File: src/rtl/ipt_mmu_pkg.sv
package ipt_mmu_pkg;

    localparam int PID_W         = 3;
    localparam int VPN_W         = 4;
    localparam int N_PAGES       = 1 << VPN_W;
    localparam int RIGHTS_W      = 3;
    localparam int ENTRY_W       = VPN_W + RIGHTS_W;
    localparam int OFS_MIN       = 11;
    localparam int N_SIZES       = 3;
    localparam int SIZE_W        = 2;
    localparam int VA_W          = VPN_W + OFS_MIN + N_SIZES - 1;
    localparam int SH_W          = $clog2(VA_W + 1);
    localparam int CFG_A_W       = $clog2(N_PAGES) + 1;
    localparam int SIZE_REG_ADDR = N_PAGES;
    localparam int PRIV_PIDS     = 2;

    localparam logic [RIGHTS_W-1:0] RIGHTS_NONE = RIGHTS_W'(0);
    localparam logic [RIGHTS_W-1:0] RIGHTS_ALL  = RIGHTS_W'(1);

    typedef struct packed {
        logic [RIGHTS_W-1:0] rights;
        logic [VPN_W-1:0]    vpn;
    } entry_t;

    typedef enum logic [1:0] {
        RS_IDLE  = 2'd0,
        RS_GRANT = 2'd1,
        RS_FAULT = 2'd2
    } rsp_state_t;

    function automatic logic is_priv(input logic [PID_W-1:0] pid);
        return pid < PID_W'(PRIV_PIDS);
    endfunction

    function automatic logic rights_admit(input logic [RIGHTS_W-1:0] code,
                                          input logic [PID_W-1:0]    pid);
        if (code == RIGHTS_NONE) return 1'b0;
        if (code == RIGHTS_ALL)  return 1'b1;
        return code == pid;
    endfunction

endpackage

File: src/rtl/ipt_table.sv
module ipt_table
    import ipt_mmu_pkg::*;
(
    input  logic                       clk,
    input  logic                       rst_n,
    input  logic                       cfg_we,
    input  logic [PID_W-1:0]           cfg_pid,
    input  logic [CFG_A_W-1:0]         cfg_addr,
    input  logic [ENTRY_W-1:0]         cfg_wdata,
    output entry_t [N_PAGES-1:0]       tbl_o,
    output logic [SIZE_W-1:0]          size_o,
    output logic                       viol_o
);

    entry_t [N_PAGES-1:0] tbl_q;
    logic [SIZE_W-1:0]    size_q;
    logic                 viol_q;
    logic                 wr_ok;
    logic                 wr_bad;

    assign wr_ok  = cfg_we &&  is_priv(cfg_pid);
    assign wr_bad = cfg_we && !is_priv(cfg_pid);

    always_ff @(posedge clk or negedge rst_n) begin
        if (!rst_n) begin
            for (int i = 0; i < N_PAGES; i++) begin
                tbl_q[i].rights <= RIGHTS_NONE;
                tbl_q[i].vpn    <= VPN_W'(i);
            end
            size_q <= '0;
            viol_q <= 1'b0;
        end else begin
            viol_q <= wr_bad;
            if (wr_ok) begin
                for (int i = 0; i < N_PAGES; i++) begin
                    if (cfg_addr == CFG_A_W'(i)) begin
                        tbl_q[i] <= entry_t'(cfg_wdata);
                    end
                end
                if (cfg_addr == CFG_A_W'(SIZE_REG_ADDR)) begin
                    size_q <= cfg_wdata[SIZE_W-1:0];
                end
            end
        end
    end

    assign tbl_o  = tbl_q;
    assign size_o = size_q;
    assign viol_o = viol_q;

endmodule

File: src/rtl/ipt_lookup.sv
module ipt_lookup
    import ipt_mmu_pkg::*;
#(
    parameter bit INSTR_SIDE = 1'b0
) (
    input  entry_t [N_PAGES-1:0]   tbl,
    input  logic [SIZE_W-1:0]      size,
    input  logic [PID_W-1:0]       pid,
    input  logic [VA_W-1:0]        vaddr,
    input  logic                   write,
    output logic                   fault,
    output logic [VA_W-1:0]        paddr
);

    logic [SH_W-1:0]    ofs;
    logic [VPN_W-1:0]   vpn;
    logic [VA_W-1:0]    off_mask;
    logic [VA_W-1:0]    offset;
    logic [N_PAGES-1:0] sel;
    logic               hit;
    logic [VPN_W-1:0]   ppn_found;
    logic [VPN_W-1:0]   ppn;
    logic               priv;
    logic               wr_block;

    // Offset width from the page-size code; codes past the last size saturate.
    always_comb begin
        if (size >= SIZE_W'(N_SIZES)) begin
            ofs = SH_W'(OFS_MIN + N_SIZES - 1);
        end else begin
            ofs = SH_W'(OFS_MIN) + SH_W'(size);
        end
    end

    assign vpn      = VPN_W'(vaddr >> ofs);
    assign off_mask = (VA_W'(1) << ofs) - VA_W'(1);
    assign offset   = vaddr & off_mask;

    // One comparator and rights check per physical slot.
    for (genvar g = 0; g < N_PAGES; g++) begin : g_slot
        assign sel[g] = (tbl[g].vpn == vpn) && rights_admit(tbl[g].rights, pid);
    end

    // Lowest slot number wins.
    always_comb begin
        hit       = 1'b0;
        ppn_found = '0;
        for (int i = N_PAGES - 1; i >= 0; i--) begin
            if (sel[i]) begin
                hit       = 1'b1;
                ppn_found = VPN_W'(i);
            end
        end
    end

    assign priv     = is_priv(pid);
    assign wr_block = INSTR_SIDE && write && !priv;
    assign ppn      = priv ? vpn : ppn_found;
    assign fault    = !priv && (wr_block || !hit);
    assign paddr    = fault ? '0 : ((VA_W'(ppn) << ofs) | offset);

endmodule

File: src/rtl/ipt_resp_fsm.sv
module ipt_resp_fsm
    import ipt_mmu_pkg::*;
(
    input  logic             clk,
    input  logic             rst_n,
    input  logic             req_valid,
    input  logic             fault_in,
    input  logic [VA_W-1:0]  paddr_in,
    output logic             rsp_valid,
    output logic             rsp_fault,
    output logic [VA_W-1:0]  rsp_paddr
);

    rsp_state_t      state_q;
    rsp_state_t      state_d;
    logic [VA_W-1:0] paddr_q;

    always_comb begin
        unique case (state_q)
            RS_IDLE, RS_GRANT, RS_FAULT: begin
                if (!req_valid)    state_d = RS_IDLE;
                else if (fault_in) state_d = RS_FAULT;
                else               state_d = RS_GRANT;
            end
            default:               state_d = RS_IDLE;
        endcase
    end

    always_ff @(posedge clk or negedge rst_n) begin
        if (!rst_n) begin
            state_q <= RS_IDLE;
            paddr_q <= '0;
        end else begin
            state_q <= state_d;
            paddr_q <= (req_valid && !fault_in) ? paddr_in : '0;
        end
    end

    always_comb begin
        unique case (state_q)
            RS_IDLE: begin
                rsp_valid = 1'b0;
                rsp_fault = 1'b0;
            end
            RS_GRANT: begin
                rsp_valid = 1'b1;
                rsp_fault = 1'b0;
            end
            RS_FAULT: begin
                rsp_valid = 1'b1;
                rsp_fault = 1'b1;
            end
            default: begin
                rsp_valid = 1'b0;
                rsp_fault = 1'b0;
            end
        endcase
    end

    assign rsp_paddr = paddr_q;

endmodule

File: src/rtl/ipt_mmu.sv
module ipt_mmu
    import ipt_mmu_pkg::*;
#(
    parameter bit INSTR_SIDE = 1'b0
) (
    input  logic                clk,
    input  logic                rst_n,
    input  logic                req_valid,
    input  logic [PID_W-1:0]    req_pid,
    input  logic [VA_W-1:0]     req_vaddr,
    input  logic                req_write,
    output logic                rsp_valid,
    output logic                rsp_fault,
    output logic [VA_W-1:0]     rsp_paddr,
    input  logic                cfg_we,
    input  logic [PID_W-1:0]    cfg_pid,
    input  logic [CFG_A_W-1:0]  cfg_addr,
    input  logic [ENTRY_W-1:0]  cfg_wdata,
    output logic                cfg_viol
);

    entry_t [N_PAGES-1:0] tbl;
    logic [SIZE_W-1:0]    size;
    logic                 lk_fault;
    logic [VA_W-1:0]      lk_paddr;

    ipt_table u_table (
        .clk       (clk),
        .rst_n     (rst_n),
        .cfg_we    (cfg_we),
        .cfg_pid   (cfg_pid),
        .cfg_addr  (cfg_addr),
        .cfg_wdata (cfg_wdata),
        .tbl_o     (tbl),
        .size_o    (size),
        .viol_o    (cfg_viol)
    );

    ipt_lookup #(.INSTR_SIDE(INSTR_SIDE)) u_lookup (
        .tbl   (tbl),
        .size  (size),
        .pid   (req_pid),
        .vaddr (req_vaddr),
        .write (req_write),
        .fault (lk_fault),
        .paddr (lk_paddr)
    );

    ipt_resp_fsm u_resp (
        .clk       (clk),
        .rst_n     (rst_n),
        .req_valid (req_valid),
        .fault_in  (lk_fault),
        .paddr_in  (lk_paddr),
        .rsp_valid (rsp_valid),
        .rsp_fault (rsp_fault),
        .rsp_paddr (rsp_paddr)
    );

endmodule

File: config.mk
export PLATFORM = sky130hd
export DESIGN_NAME = ipt_mmu
export DESIGN_NICKNAME = d
export VERILOG_FILES = /design/src/rtl/ipt_mmu_pkg.sv /design/src/rtl/ipt_table.sv /design/src/rtl/ipt_lookup.sv /design/src/rtl/ipt_resp_fsm.sv /design/src/rtl/ipt_mmu.sv
export SDC_FILE = /design/constraint.sdc
export NUM_CORES = 1
export LEC_CHECK = 0
export ABC_CLOCK_PERIOD_IN_PS = 6400
export CORE_ASPECT_RATIO = 2
export CORE_UTILIZATION = 33
export CTS_BUF_LIST = sky130_fd_sc_hd__clkbuf_8 sky130_fd_sc_hd__clkbuf_16
export DETAILED_ROUTE_END_ITERATION = 8
export GPL_ROUTABILITY_DRIVEN = 0
export PLACE_DENSITY_LB_ADDON = 0.3
export SYNTH_ARGS = -nofsm -noshare
export SYNTH_HDL_FRONTEND = slang
export SYNTH_HIERARCHICAL = 1
export SYNTH_SLANG_ARGS = --single-unit
export TNS_END_PERCENT = 100
File: constraint.sdc
create_clock -name clk -period 6.4 [get_ports clk]
set_input_delay 1.28 -clock clk [delete_from_list [all_inputs] [get_ports clk]]
set_output_delay 1.28 -clock clk [all_outputs]
set_load 0.02 [all_outputs]
==> Flow_metrics.wiki, run 1 <==
{| class="wikitable"
! Metric !! Value
|-
| H-tree depth reported by CTS || 4
|-
| Max-Slew Margin vs Limit || 0.327
|-
| Data arrival time at the worst-slack endpoint || 5.05 ns
|-
| Switching power summed over all nets || 681 uW
|-
| Internal Power || 1750 uW
|-
| Setup TNS || 0 ns
|-
| Status || finished, final reports clean
|-
| Most frequent cells in the layout || 101 x sky130_fd_sc_hd__dfrtp_1, 100 x sky130_fd_sc_hd__mux2_2, 57 x sky130_fd_sc_hd__o211ai_1, 55 x sky130_fd_sc_hd__clkdlybuf4s50_1, 34 x sky130_fd_sc_hd__a211oi_1
|-
| First-pass GRT wire length || 39300 um
|-
| Final-report hold violation count || 0
|-
| Bufs on Longest Clock Path || 2
|-
| Sequential power share || 0.408
|-
| Number of filler cells placed in the layout || 2535
|-
| Post-synthesis cell area || 8610 sq um
|-
| Register bit total from synthesis || 134
|-
| Register-to-Register Setup Slack || 2.52 ns
|-
| Maximum VDD drop || 0.172 mV
|-
| Critical path class || primary input to flip-flop
|-
| Yosys warns || 6
|-
| Root buf cell || sky130_fd_sc_hd__clkbuf_16
|-
| Part of the total power dissipated in the clock network || 0.395
|-
| Total detailed-routing wirelength || 25500 um
|-
| Worst hold path class || flip-flop to flip-flop
|-
| Detail-routed via count per cell || 5.83
|-
| Crit path required time || 6.77 ns
|-
| Number of detailed-routing iterations run before antenna repair || 5
|-
| End point of the worst hold path || u_table/tbl_o[0]$_DFFE_PN0P_
|-
| Setup repair bufs after CTS || 0
|-
| I/O pin count || 60
|-
| Top flip-flop cell by instance count after synthesis || sky130_fd_sc_hd__dfrtp_1
|-
| TritonCTS clock tree || yes
|-
| Asr flop ratio synth || 1.00
|-
| Number of synthesized flops with an enable pin || 0
|-
| Final worst path period share || 0.732
|-
| Number of diodes added for antenna fixing || 0
|-
| Final setup skew || 0.00594 ns
|-
| Power per Cell Area || 246 nW/um^2
|-
| Placeable Area || 25700 sq um
|-
| Post-synthesis average cell area || 11.3 sq um
|-
| Fin. max-slew vios || 0
|-
| RSZ-0062 raised after global routing || no
|-
| Starting density of the core || 0.336
|-
| Path depth of the worst reg2reg path || 11
|-
| Reg2reg start || u_table/size_o[0]$_DFFE_PN0P_
|-
| Max-cap violations || 0
|-
| Routed length per placed instance || 22.3 um
|-
| Fraction of layout instances using a drive strength above 1 || 0.277
|-
| Die width || 116 um
|-
| Sw Share || 0.280
|-
| Hold Buf Count CTS || 0
|-
| Routed vias || 6653
|-
| Largest net degree at the start of global routing || 99
|-
| Clock slew at reported path FFs || 0.06 ns
|-
| Final worst-path setup slack || 1.71 ns
|-
| Initial detailed-routing violation count || 500
|-
| Startpoint Class || primary input
|-
| Port buffer count || 57
|-
| Growth of design area from synthesis to finish || 14.8%
|-
| Startpoint of the lowest-slack hold path || u_table/tbl_o[0]$_DFFE_PN0P_
|-
| Sinks on Clock Net || 134
|-
| Number of global-route vias before repair || 6758
|-
| Total number of nets in the final design || 834
|-
| Endpoint type of the worst setup path || flip-flop
|-
| Combinational share of power || 0.197
|-
| Lkg Pwr || 0.00402 uW
|-
| Cell count after synthesis || 765
|-
| Fmax || 0.213 GHz
|-
| GR Util All Layers || 0.200
|-
| Multi-input combinational cell area || 4800 sq um
|-
| Number of DRC violations after detailed routing || 0
|-
| Clock Latency Late Sink || 0.43 ns
|-
| Sequential cell area || 3390 sq um
|-
| Post-cts resize count || 0
|-
| Die area || 26800 sq um
|-
| Leftover overflow at the end of global routing || 0
|-
| Worst hold slack || 0.532 ns
|-
| Final setup violation count || 0
|-
| Cell depth of the worst min-delay path || 1
|-
| Antenna violation net count after detailed routing || 0
|-
| Die height || 230 um
|-
| Number of cell rows || 83
|-
| Most common cell after layout, fill and taps aside || sky130_fd_sc_hd__dfrtp_1
|-
| Initial antenna violation count || 0
|-
| Reg-to-reg critical path endpoint || u_resp/rsp_paddr[12]$_DFF_PN0_
|-
| Post-detail-place hpwl || 17400 um
|-
| TritonCTS Buffers || 17
|-
| Post-synthesis sequential area ratio || 0.394
|-
| Post-placement setup slack || 1.31 ns
|-
| Maximum fanout along the worst path || 17
|-
| Measured slew at the worst slew-check pin || 1.00 ns
|-
| Syn_nets || 810
|-
| Yosys cell types || 70
|-
| Shortest clock period the worst path allows after layout || 4.69 ns
|}
## flip-flops by register name, indices dropped and copies added (netlist names)
register / count
u_table/viol_o: 1
u_table/size_o: 2
u_resp/rsp_paddr: 17
u_table/tbl_o: 112
u_resp/state_q: 2
## area by class of cell
cell class / count / area share
multi-input combinational: 559 / 0.486
sequential: 134 / 0.343
timing repair buffer: 70 / 0.0672
clock buffer: 21 / 0.0486
tap: 340 / 0.0430
clock inverter: 11 / 0.00962
inverter: 7 / 0.00266
## worst max-delay path, stage by stage
cell and delay [ns]:
sky130_fd_sc_hd__clkdlybuf4s50_1 0.88, sky130_fd_sc_hd__nand2b_1 0.37, sky130_fd_sc_hd__buf_4 0.30, sky130_fd_sc_hd__o32a_1 0.38, sky130_fd_sc_hd__a211oi_1 0.55, sky130_fd_sc_hd__or3_1 0.27, sky130_fd_sc_hd__nor2_1 0.07, sky130_fd_sc_hd__o32ai_1 0.52
sky130_fd_sc_hd__o221a_1 0.29, sky130_fd_sc_hd__and3b_1 0.15
## Yosys cell counts, types with 20 or more instances
master                       n  area share
sky130_fd_sc_hd__buf_2      23       0.013
sky130_fd_sc_hd__dfrtp_1   102        0.30
sky130_fd_sc_hd__a211o_1    26       0.026
sky130_fd_sc_hd__nand2_1    30       0.013
sky130_fd_sc_hd__o211ai_1   57       0.050
sky130_fd_sc_hd__nand4b_1   23       0.023
sky130_fd_sc_hd__mux2_2    100        0.13
sky130_fd_sc_hd__nor4_1     20       0.015
sky130_fd_sc_hd__xnor2_1    28       0.028
sky130_fd_sc_hd__nor2b_1    20       0.015
sky130_fd_sc_hd__a211oi_1   34       0.030
sky130_fd_sc_hd__dfstp_2    32       0.098
## metrics by stage
| stage | std cells | utilization | area (sq um) | total power, uW |
|---|---|---|---|---|
| finish | 1142 | 0.385 | 9890 | 2440 |
| global route | 1142 | 0.385 | 9890 | 2550 |
| CTS | 1142 | 0.385 | 9890 | 2470 |
| detailed placement | 1110 | 0.363 | 9310 | 1490 |
| global placement | 1110 | 0.363 | 9310 | 1470 |
| floorplan | 765 | - | 8610 | 1330 |
## cell families after synthesis
group                    Yosys count  synth area share
AND/OR/NAND/NOR                  204             0.169
AO/OA/AOI/OAI                    199             0.182
flip-flops                       134             0.394
multiplexers                     118             0.165
buffers and inverters             72            0.0493
XOR/XNOR                          32            0.0326
adder cells (fa/ha/maj)            5           0.00727
other                              1          0.000436
## power by group through the flow
stage                     logic [uW]  registers, uW  clock network (uW)
after floorplan                  343            990                   0
after global placement           470           1000                   0
final                            479            994                 963
after CTS                        481            993                 993
after detailed placement         480           1010                   0
after global routing             520           1010                1030
## per-layer routing
layer	share of wire	GRT usage	up-vias
met5	0	0	-
met4	0.087	0.173	0
met3	0.029	0.0286	82
met2	0.53	0.355	206
met1	0.36	0.200	3337
li1	-	-	3028
## worst max path at each step
stage / from / end / slack [ns] / depth (start not counted)
after floorplan: req_pid[2] / u_resp/rsp_paddr[12]$_DFF_PN0_ / 2.57 / 11
after global placement: req_pid[2] / u_resp/rsp_paddr[14]$_DFF_PN0_ / 1.35 / 10
after detailed placement: req_pid[2] / u_resp/rsp_paddr[12]$_DFF_PN0_ / 1.31 / 11
after CTS: req_pid[2] / u_resp/rsp_paddr[12]$_DFF_PN0_ / 1.77 / 11
after global routing: req_pid[2] / u_resp/rsp_paddr[14]$_DFF_PN0_ / 1.52 / 11
final: req_pid[2] / u_resp/rsp_paddr[14]$_DFF_PN0_ / 1.71 / 10
(Power assumes the default switching activity.)
==> run 2, diff against run 1 <==
--- a/config.mk
+++ b/config.mk
@@ -5,7 +5,7 @@
 export SDC_FILE = /design/constraint.sdc
 export NUM_CORES = 1
 export LEC_CHECK = 0
-export ABC_CLOCK_PERIOD_IN_PS = 6400
+export ABC_CLOCK_PERIOD_IN_PS = 4600
 export CORE_ASPECT_RATIO = 2
 export CORE_UTILIZATION = 33
 export CTS_BUF_LIST = sky130_fd_sc_hd__clkbuf_8 sky130_fd_sc_hd__clkbuf_16
==> constraint.sdc (replaced) <==
create_clock -name clk -period 4.6 [get_ports clk]
set_input_delay 0.92 -clock clk [delete_from_list [all_inputs] [get_ports clk]]
set_output_delay 0.92 -clock clk [all_outputs]
set_load 0.02 [all_outputs]
==> run 2 against run 1 <==
Compared with the run above: critical path depth grew 3; routed wire length is essentially flat; sequential power grew 39%; count of clock-buffer cells in the layout grew 1; flip-flop and latch count is the same; via count grew 0.45%; clock power grew 30%; combinational power grew 46%; setup slack lost 1.1 ns; critical path type unchanged.
==> Flow_metrics.wiki, run 2 (synthesized netlist as in run 1, its figures left out) <==
{| class="wikitable"
! Metric !! Value
|-
| Number of DRC violations after detailed routing || 0 (unchanged)
|-
| Initial detailed-routing violation count || 364 (-27%)
|-
| Cell total after placement || 1135 (+2.3%)
|-
| Maximum fanout along the worst path || 30 (+13)
|-
| Highest routed metal layer || met4
|-
| Number of detailed-routing iterations run before antenna repair || 5 (unchanged)
|-
| CP max stage delay || 0.50 ns (-0.38 ns)
|-
| Die height || 230 um (unchanged)
|-
| RSZ-0062 raised after global routing || no
|-
| First-pass GRT wire length || 39700 um (+0.93%)
|-
| Fin. max-slew vios || 0 (unchanged)
|-
| Final setup skew || 0.00465 ns (-0.00129 ns)
|-
| Growth of design area from synthesis to finish || 17.3%
|-
| Placeable Area || 25700 sq um (unchanged)
|-
| Routed length per placed instance || 21.8 um (-2.2%)
|-
| Crit path required time || 4.92 ns (-1.85 ns)
|-
| Path depth of the worst reg2reg path || 11 (unchanged)
|-
| Wire length on met2 || 14000 um (+3.7%)
|-
| Max-Slew Margin vs Limit || 0.372 (+0.0448)
|-
| Most common cell after layout, fill and taps aside || sky130_fd_sc_hd__dfrtp_1
|-
| I/O pin count || 60 (unchanged)
|-
| Leftover overflow at the end of global routing || 0 (unchanged)
|-
| Die area || 26800 sq um (unchanged)
|-
| Routed vias || 6683 (+0.45%)
|-
| Internal Power || 2370 uW (+35%)
|-
| WP buf/inv || 3 (+1)
|-
| Startpoint Class || primary input
|-
| Sequential power share || 0.415 (+0.007)
|-
| TritonCTS Buffers || 17 (unchanged)
|-
| Fmax || 0.249 GHz
|-
| Clock slew at reported path FFs || 0.06 ns (about the same)
|-
| Part of the total power dissipated in the clock network || 0.375 (-0.020)
|-
| Worst hold path class || primary input to asynchronous set/reset pin
|-
| Shortest clock period the worst path allows after layout || 4.01 ns
|-
| Final setup violation count || 0 (unchanged)
|-
| Flip-flop count of the largest register, all copies and words added || 112 (unchanged)
|-
| Number of filler cells placed in the layout || 2516 (-0.75%)
|-
| Bufs on Longest Clock Path || 2 (unchanged)
|-
| Detailed-routed wire length on met3 || 593 um (-19%)
|-
| Hold Buf Count CTS || 0 (unchanged)
|-
| Number of diodes added for antenna fixing || 0 (unchanged)
|-
| Register-to-Register Setup Slack || 0.89 ns (-1.63 ns)
|-
| Endpoint type of the worst setup path || flip-flop
|-
| Reg2reg start || u_table/size_o[0]$_DFFE_PN0P_
|-
| Final worst path period share || 0.872
|-
| Critical path class || primary input to flip-flop
|-
| Non-filler cells in the finished layout || 1167 (+2.2%)
|-
| Total power consumption of the routed design || 3330 uW (+37%)
|-
| Status || finished, final reports clean
|-
| Clock Latency Late Sink || 0.43 ns (about the same)
|-
| Sinks on Clock Net || 134 (unchanged)
|-
| Post-detail-place hpwl || 17700 um (+1.4%)
|-
| Die width || 116 um (unchanged)
|-
| Most frequent cells in the layout || 101 x sky130_fd_sc_hd__dfrtp_1, 100 x sky130_fd_sc_hd__mux2_2, 57 x sky130_fd_sc_hd__o211ai_1, 55 x sky130_fd_sc_hd__clkdlybuf4s50_1, 34 x sky130_fd_sc_hd__a211oi_1
|-
| Crit-path most repeated cell || sky130_fd_sc_hd__o32ai_1
|-
| Fraction of layout instances using a drive strength above 1 || 0.301 (+0.0243)
|-
| Switching power summed over all nets || 956 uW (+40%)
|-
| Setup TNS || 0 ns (unchanged)
|-
| Total detailed-routing wirelength || 25500 um (about the same)
|-
| Measured slew at the worst slew-check pin || 0.937 ns (-0.0669 ns)
|-
| Initial antenna violation count || 0 (unchanged)
|-
| Data arrival time at the worst-slack endpoint || 4.33 ns (-0.72 ns)
|-
| M1 WL || 9180 um (+1.4%)
|-
| Largest net degree at the start of global routing || 76 (-23%)
|-
| Worst path slowest cell || sky130_fd_sc_hd__or4b_1
|-
| TritonCTS clock tree || yes
|-
| Final worst-path setup slack || 0.590 ns (-1.12 ns)
|-
| Lkg Pwr || 0.00414 uW (+3.1%)
|-
| Gate family responsible for the most delay along the worst path || simple AND/OR/NAND/NOR gates
|-
| Starting density of the core || 0.336 (unchanged)
|-
| Number of global-route vias before repair || 6699 (-0.87%)
|-
| Root buf cell || sky130_fd_sc_hd__clkbuf_16
|-
| Max-cap violations || 0 (unchanged)
|-
| Detail-routed via count per cell || 5.73 (-1.7%)
|-
| Total number of nets in the final design || 859 (+3.0%)
|-
| GR Util All Layers || 0.202 (+0.00119)
|-
| Reg-to-reg critical path endpoint || u_resp/rsp_paddr[12]$_DFF_PN0_
|-
| Sw Share || 0.287 (+0.00736)
|-
| Cell chain of the critical path || clkdlybuf4s50_1, buf_12, buf_4, or2_2, o32ai_1, a22oi_1, o22ai_1, nand2_1, nand4_1, or4b_1, a21boi_0, o32ai_1, and3b_1
|-
| Setup repair bufs after CTS || 0 (unchanged)
|-
| H-tree depth reported by CTS || 4 (unchanged)
|-
| Maximum VDD drop || 0.278 mV (+61%)
|-
| Post-cts resize count || 0 (unchanged)
|-
| Post-placement setup slack || 0.190 ns (-1.12 ns)
|-
| Power per Cell Area || 330 nW/um^2 (+34%)
|-
| Port buffer count || 57 (unchanged)
|-
| Number of cell rows || 83 (unchanged)
|-
| Antenna violation net count after detailed routing || 0 (unchanged)
|-
| Combinational share of power || 0.210 (+0.013)
|-
| Final-report hold violation count || 0 (unchanged)
|}
[run 2: cell types whose count changed in the layout (fill, tap and decap cells not counted), sizes merged]
cell	delta
buf	+25
bufinv	-2
clkbuf	+1
clkinv	+3
inv	-2
[run 2: worst max-delay path by stage]
stage,startpoint,endpoint,slack (ns),cells after the start
2_1_floorplan,req_pid[2],u_resp/rsp_paddr[12]$_DFF_PN0_,1.13,11
3_3_place_gp,req_vaddr[13],u_resp/rsp_paddr[12]$_DFF_PN0_,0.22,12
3_5_place_dp,req_pid[2],u_resp/rsp_paddr[12]$_DFF_PN0_,0.19,13
4_1_cts,req_vaddr[13],u_resp/rsp_paddr[12]$_DFF_PN0_,0.65,12
5_1_grt,req_vaddr[13],u_resp/rsp_paddr[12]$_DFF_PN0_,0.44,12
6_report,req_pid[2],u_resp/rsp_paddr[12]$_DFF_PN0_,0.59,13
[run 2: final cells by class]
cell class	count	area (sq um)	share of cell area
clock buffers	22	494	0.0489
clock inverters	10	42.5	0.00421
inverters	7	26.3	0.00260
multi-input cells	559	4800	0.475
flip-flops and latches	134	3390	0.336
well taps	340	425	0.0421
repair buffers	95	915	0.0906
[run 2: through the flow]
stage / instance area, sq um / utilization / hold slack (ns)
after floorplan: 8610 / - / 0.501
after global routing: 10100 / 0.394 / 0.539
after global placement: 9560 / 0.373 / 0.510
final: 10100 / 0.394 / 0.502
after detailed placement: 9560 / 0.373 / 0.518
after CTS: 10100 / 0.394 / 0.530
[run 2: metal layers]
metal  track usage  vias to the layer above
met5             0                        -
met4         0.136                        0
met3        0.0318                       65
met2         0.368                      159
met1         0.205                     3367
li1              -                     3092
[run 2: power groups by stage]
stage	clock [uW]	sequential (uW)	combinational, uW
3_5_place_dp	0	1400	700
2_1_floorplan	0	1380	478
3_3_place_gp	0	1400	689
6_report	1250	1380	700
4_1_cts	1290	1380	702
5_1_grt	1340	1400	757
==> run 3, diff against run 2 <==
--- a/config.mk
+++ b/config.mk
@@ -6,6 +6,8 @@
 export NUM_CORES = 1
 export LEC_CHECK = 0
 export ABC_CLOCK_PERIOD_IN_PS = 4600
+export CELL_PAD_IN_SITES_DETAIL_PLACEMENT = 1
+export CELL_PAD_IN_SITES_GLOBAL_PLACEMENT = 2
 export CORE_ASPECT_RATIO = 2
 export CORE_UTILIZATION = 33
 export CTS_BUF_LIST = sky130_fd_sc_hd__clkbuf_8 sky130_fd_sc_hd__clkbuf_16
==> run 3 against run 2 <==
Compared with the run above: sequential power about the same; critical path depth down 2; flip-flop and latch count unchanged; critical path type unchanged; clock power grew 17%; total power grew 7.3%; routed wire length grew 13%.
==> Flow_metrics.wiki, run 3 (synthesized netlist as in run 1, its figures left out) <==
{| class="wikitable"
! Metric !! Value
|-
| Number of filler cells placed in the layout || 2805 (+11%)
|-
| Port buffer count || 57 (unchanged)
|-
| Busiest metal layer after global routing || met2
|-
| Max-cap violations || 0 (unchanged)
|-
| Antenna violation net count after detailed routing || 0 (unchanged)
|-
| Clock Latency Late Sink || 0.44 ns (about the same)
|-
| First-pass GRT wire length || 44200 um (+11%)
|-
| Number of DRC violations after detailed routing || 0 (unchanged)
|-
| RSZ-0062 raised after global routing || no
|-
| Leftover overflow at the end of global routing || 0 (unchanged)
|-
| Most frequent cells in the layout || 101 x sky130_fd_sc_hd__dfrtp_1, 100 x sky130_fd_sc_hd__mux2_2, 57 x sky130_fd_sc_hd__o211ai_1, 55 x sky130_fd_sc_hd__clkdlybuf4s50_1, 34 x sky130_fd_sc_hd__a211oi_1
|-
| Hold Buf Count CTS || 0 (unchanged)
|-
| Crit path required time || 4.93 ns (about the same)
|-
| Data arrival time at the worst-slack endpoint || 4.33 ns (about the same)
|-
| Startpoint Class || primary input
|-
| Routed vias || 6939 (+3.8%)
|-
| Fin. max-slew vios || 0 (unchanged)
|-
| Met3 track demand over resource || 0.0281 (-0.00368)
|-
| Bufs on Longest Clock Path || 2 (unchanged)
|-
| Root buf cell || sky130_fd_sc_hd__clkbuf_16
|-
| Final Util || 0.398 (+0.00405)
|-
| Post-detail-place hpwl || 20500 um (+16%)
|-
| Initial antenna violation count || 0 (unchanged)
|-
| H-tree depth reported by CTS || 4 (unchanged)
|-
| Post-cts resize count || 0 (unchanged)
|-
| Routed length per placed instance || 24.7 um (+13%)
|-
| TritonCTS clock tree || yes
|-
| Total power consumption of the routed design || 3570 uW (+7.3%)
|-
| Die area || 26800 sq um (unchanged)
|-
| GR Util All Layers || 0.228 (+0.0263)
|-
| Total detailed-routing wirelength || 28900 um (+13%)
|-
| Number of cell rows || 83 (unchanged)
|-
| Detail-routed via count per cell || 5.95 (+3.8%)
|-
| Fmax || 0.250 GHz (+0.18%)
|-
| Cell total after placement || 1135 (unchanged)
|-
| Setup TNS || 0 ns (unchanged)
|-
| Final setup skew || 0.00774 ns (+0.00309 ns)
|-
| I/O pin count || 60 (unchanged)
|-
| Shortest clock period the worst path allows after layout || 4.00 ns (-0.00738 ns)
|-
| Die width || 116 um (unchanged)
|-
| Final-report hold violation count || 0 (unchanged)
|-
| Placeable Area || 25700 sq um (unchanged)
|-
| Non-filler cells in the finished layout || 1167 (unchanged)
|-
| Critical path class || primary input to flip-flop
|-
| Flip-flop count of the largest register, all copies and words added || 112 (unchanged)
|-
| Starting density of the core || 0.336 (unchanged)
|-
| Final worst path period share || 0.870 (-0.00161)
|-
| Growth of design area from synthesis to finish || 18.5%
|-
| Max-Slew Margin vs Limit || 0.347 (-0.0250)
|-
| Most common cell after layout, fill and taps aside || sky130_fd_sc_hd__dfrtp_1
|-
| Die height || 230 um (unchanged)
|-
| Sequential cell area || 3390 sq um (unchanged)
|-
| Worst hold path class || primary input to asynchronous set/reset pin
|-
| Final setup violation count || 0 (unchanged)
|-
| Multi-input combinational cell area || 4800 sq um (unchanged)
|-
| Number of diodes added for antenna fixing || 0 (unchanged)
|-
| Initial detailed-routing violation count || 314 (-14%)
|-
| Maximum fanout along the worst path || 5 (-83%)
|-
| Clock slew at reported path FFs || 0.06 ns (about the same)
|-
| Measured slew at the worst slew-check pin || 0.974 ns (+0.0373 ns)
|-
| Number of detailed-routing iterations run before antenna repair || 4 (-1)
|-
| Largest net degree at the start of global routing || 52 (-32%)
|-
| Setup repair bufs after CTS || 0 (unchanged)
|-
| Sinks on Clock Net || 134 (unchanged)
|-
| Status || finished, final reports clean
|-
| TritonCTS Buffers || 17 (unchanged)
|-
| Layout Cell Area excl Fill || 10200 sq um (+1.0%)
|-
| Power per Cell Area || 350 nW/um^2 (+6.2%)
|-
| Lkg Pwr || 0.00416 uW (+0.42%)
|-
| Placed standard-cell area || 9590 sq um (+0.26%)
|-
| Global routing met2 resource utilization || 0.426 (+0.0580)
|-
| Global-route track usage on met1 || 0.222 (+0.0168)
|-
| Fraction of layout instances using a drive strength above 1 || 0.306 (+0.00484)
|-
| Maximum VDD drop || 0.268 mV (-3.5%)
|-
| Total number of nets in the final design || 859 (unchanged)
|-
| Endpoint type of the worst setup path || flip-flop
|-
| Number of global-route vias before repair || 7561 (+13%)
|}
-- run 3: changes by cell type in the layout (fill, tap and decap cells not counted), moves of 2 or more --
cell                         change
sky130_fd_sc_hd__clkbuf_8        -5
sky130_fd_sc_hd__bufinv_16       +4
sky130_fd_sc_hd__clkinvlp_4      +4
sky130_fd_sc_hd__inv_1           -4
sky130_fd_sc_hd__buf_12          +2
sky130_fd_sc_hd__buf_4           -2
sky130_fd_sc_hd__clkinv_4        +2
-- run 3: final timing paths --
| check | cells past startpoint | endpoint | from | slack, ns |
|---|---|---|---|---|
| setup / recovery | 11 | u_resp/rsp_paddr[12]$_DFF_PN0_ | req_vaddr[13] | 0.60 |
| hold / removal | 1 | u_table/viol_o$_DFF_PN0_ | rst_n | 0.43 |
| setup reg to reg | 10 | u_resp/rsp_paddr[12]$_DFF_PN0_ | u_table/size_o[1]$_DFFE_PN0P_ | 0.73 |
| hold reg to reg | 1 | u_table/tbl_o[3]$_DFFE_PN0P_ | u_table/tbl_o[3]$_DFFE_PN0P_ | 0.53 |
| max in group asynchronous | 2 | u_table/size_o[1]$_DFFE_PN0P_ | rst_n | 3.08 |
| min in group clk | 1 | u_table/tbl_o[3]$_DFFE_PN0P_ | u_table/tbl_o[3]$_DFFE_PN0P_ | 0.53 |
-- run 3: stage by stage --
step                      hold slack [ns]  worst slack (ns)
after floorplan                     0.501              1.13
after global placement              0.510             0.249
after detailed placement            0.517             0.136
after CTS                           0.443             0.621
after global routing                0.462             0.361
final                               0.429             0.597
-- run 3: metal layers --
layer,part of all wire,vias up
li1,-,3083
met1,0.34,3655
met2,0.57,134
met3,0.020,67
met4,0.062,0
met5,0,-
-- run 3: power by group --
part / leakage (uW) / switching (uW) / internal, uW / total (uW)
combinational: 0.00214 / 387 / 344 / 732
clock: 0.000297 / 558 / 899 / 1460
sequential: 0.00172 / 98.5 / 1290 / 1390
-- run 3: cell type report --
| type | count | share of cell area |
|---|---|---|
| repair buffers | 95 | 0.0921 |
| well taps | 340 | 0.0417 |
| flip-flops and latches | 134 | 0.333 |
| multi-input cells | 559 | 0.471 |
| clock inverters | 15 | 0.0186 |
| inverters | 7 | 0.00258 |
| clock buffers | 17 | 0.0417 |
-- run 3: critical path, stage by stage --
cell and delay, ns:
sky130_fd_sc_hd__clkdlybuf4s50_1 0.56, sky130_fd_sc_hd__nor2b_1 0.42, sky130_fd_sc_hd__a211oi_1 0.09, sky130_fd_sc_hd__nand4b_1 0.38
sky130_fd_sc_hd__a211oi_1 0.51, sky130_fd_sc_hd__or3_1 0.18, sky130_fd_sc_hd__o211ai_1 0.09, sky130_fd_sc_hd__or4b_1 0.61
sky130_fd_sc_hd__a21boi_0 0.24, sky130_fd_sc_hd__o32ai_1 0.13, sky130_fd_sc_hd__and3b_1 0.19
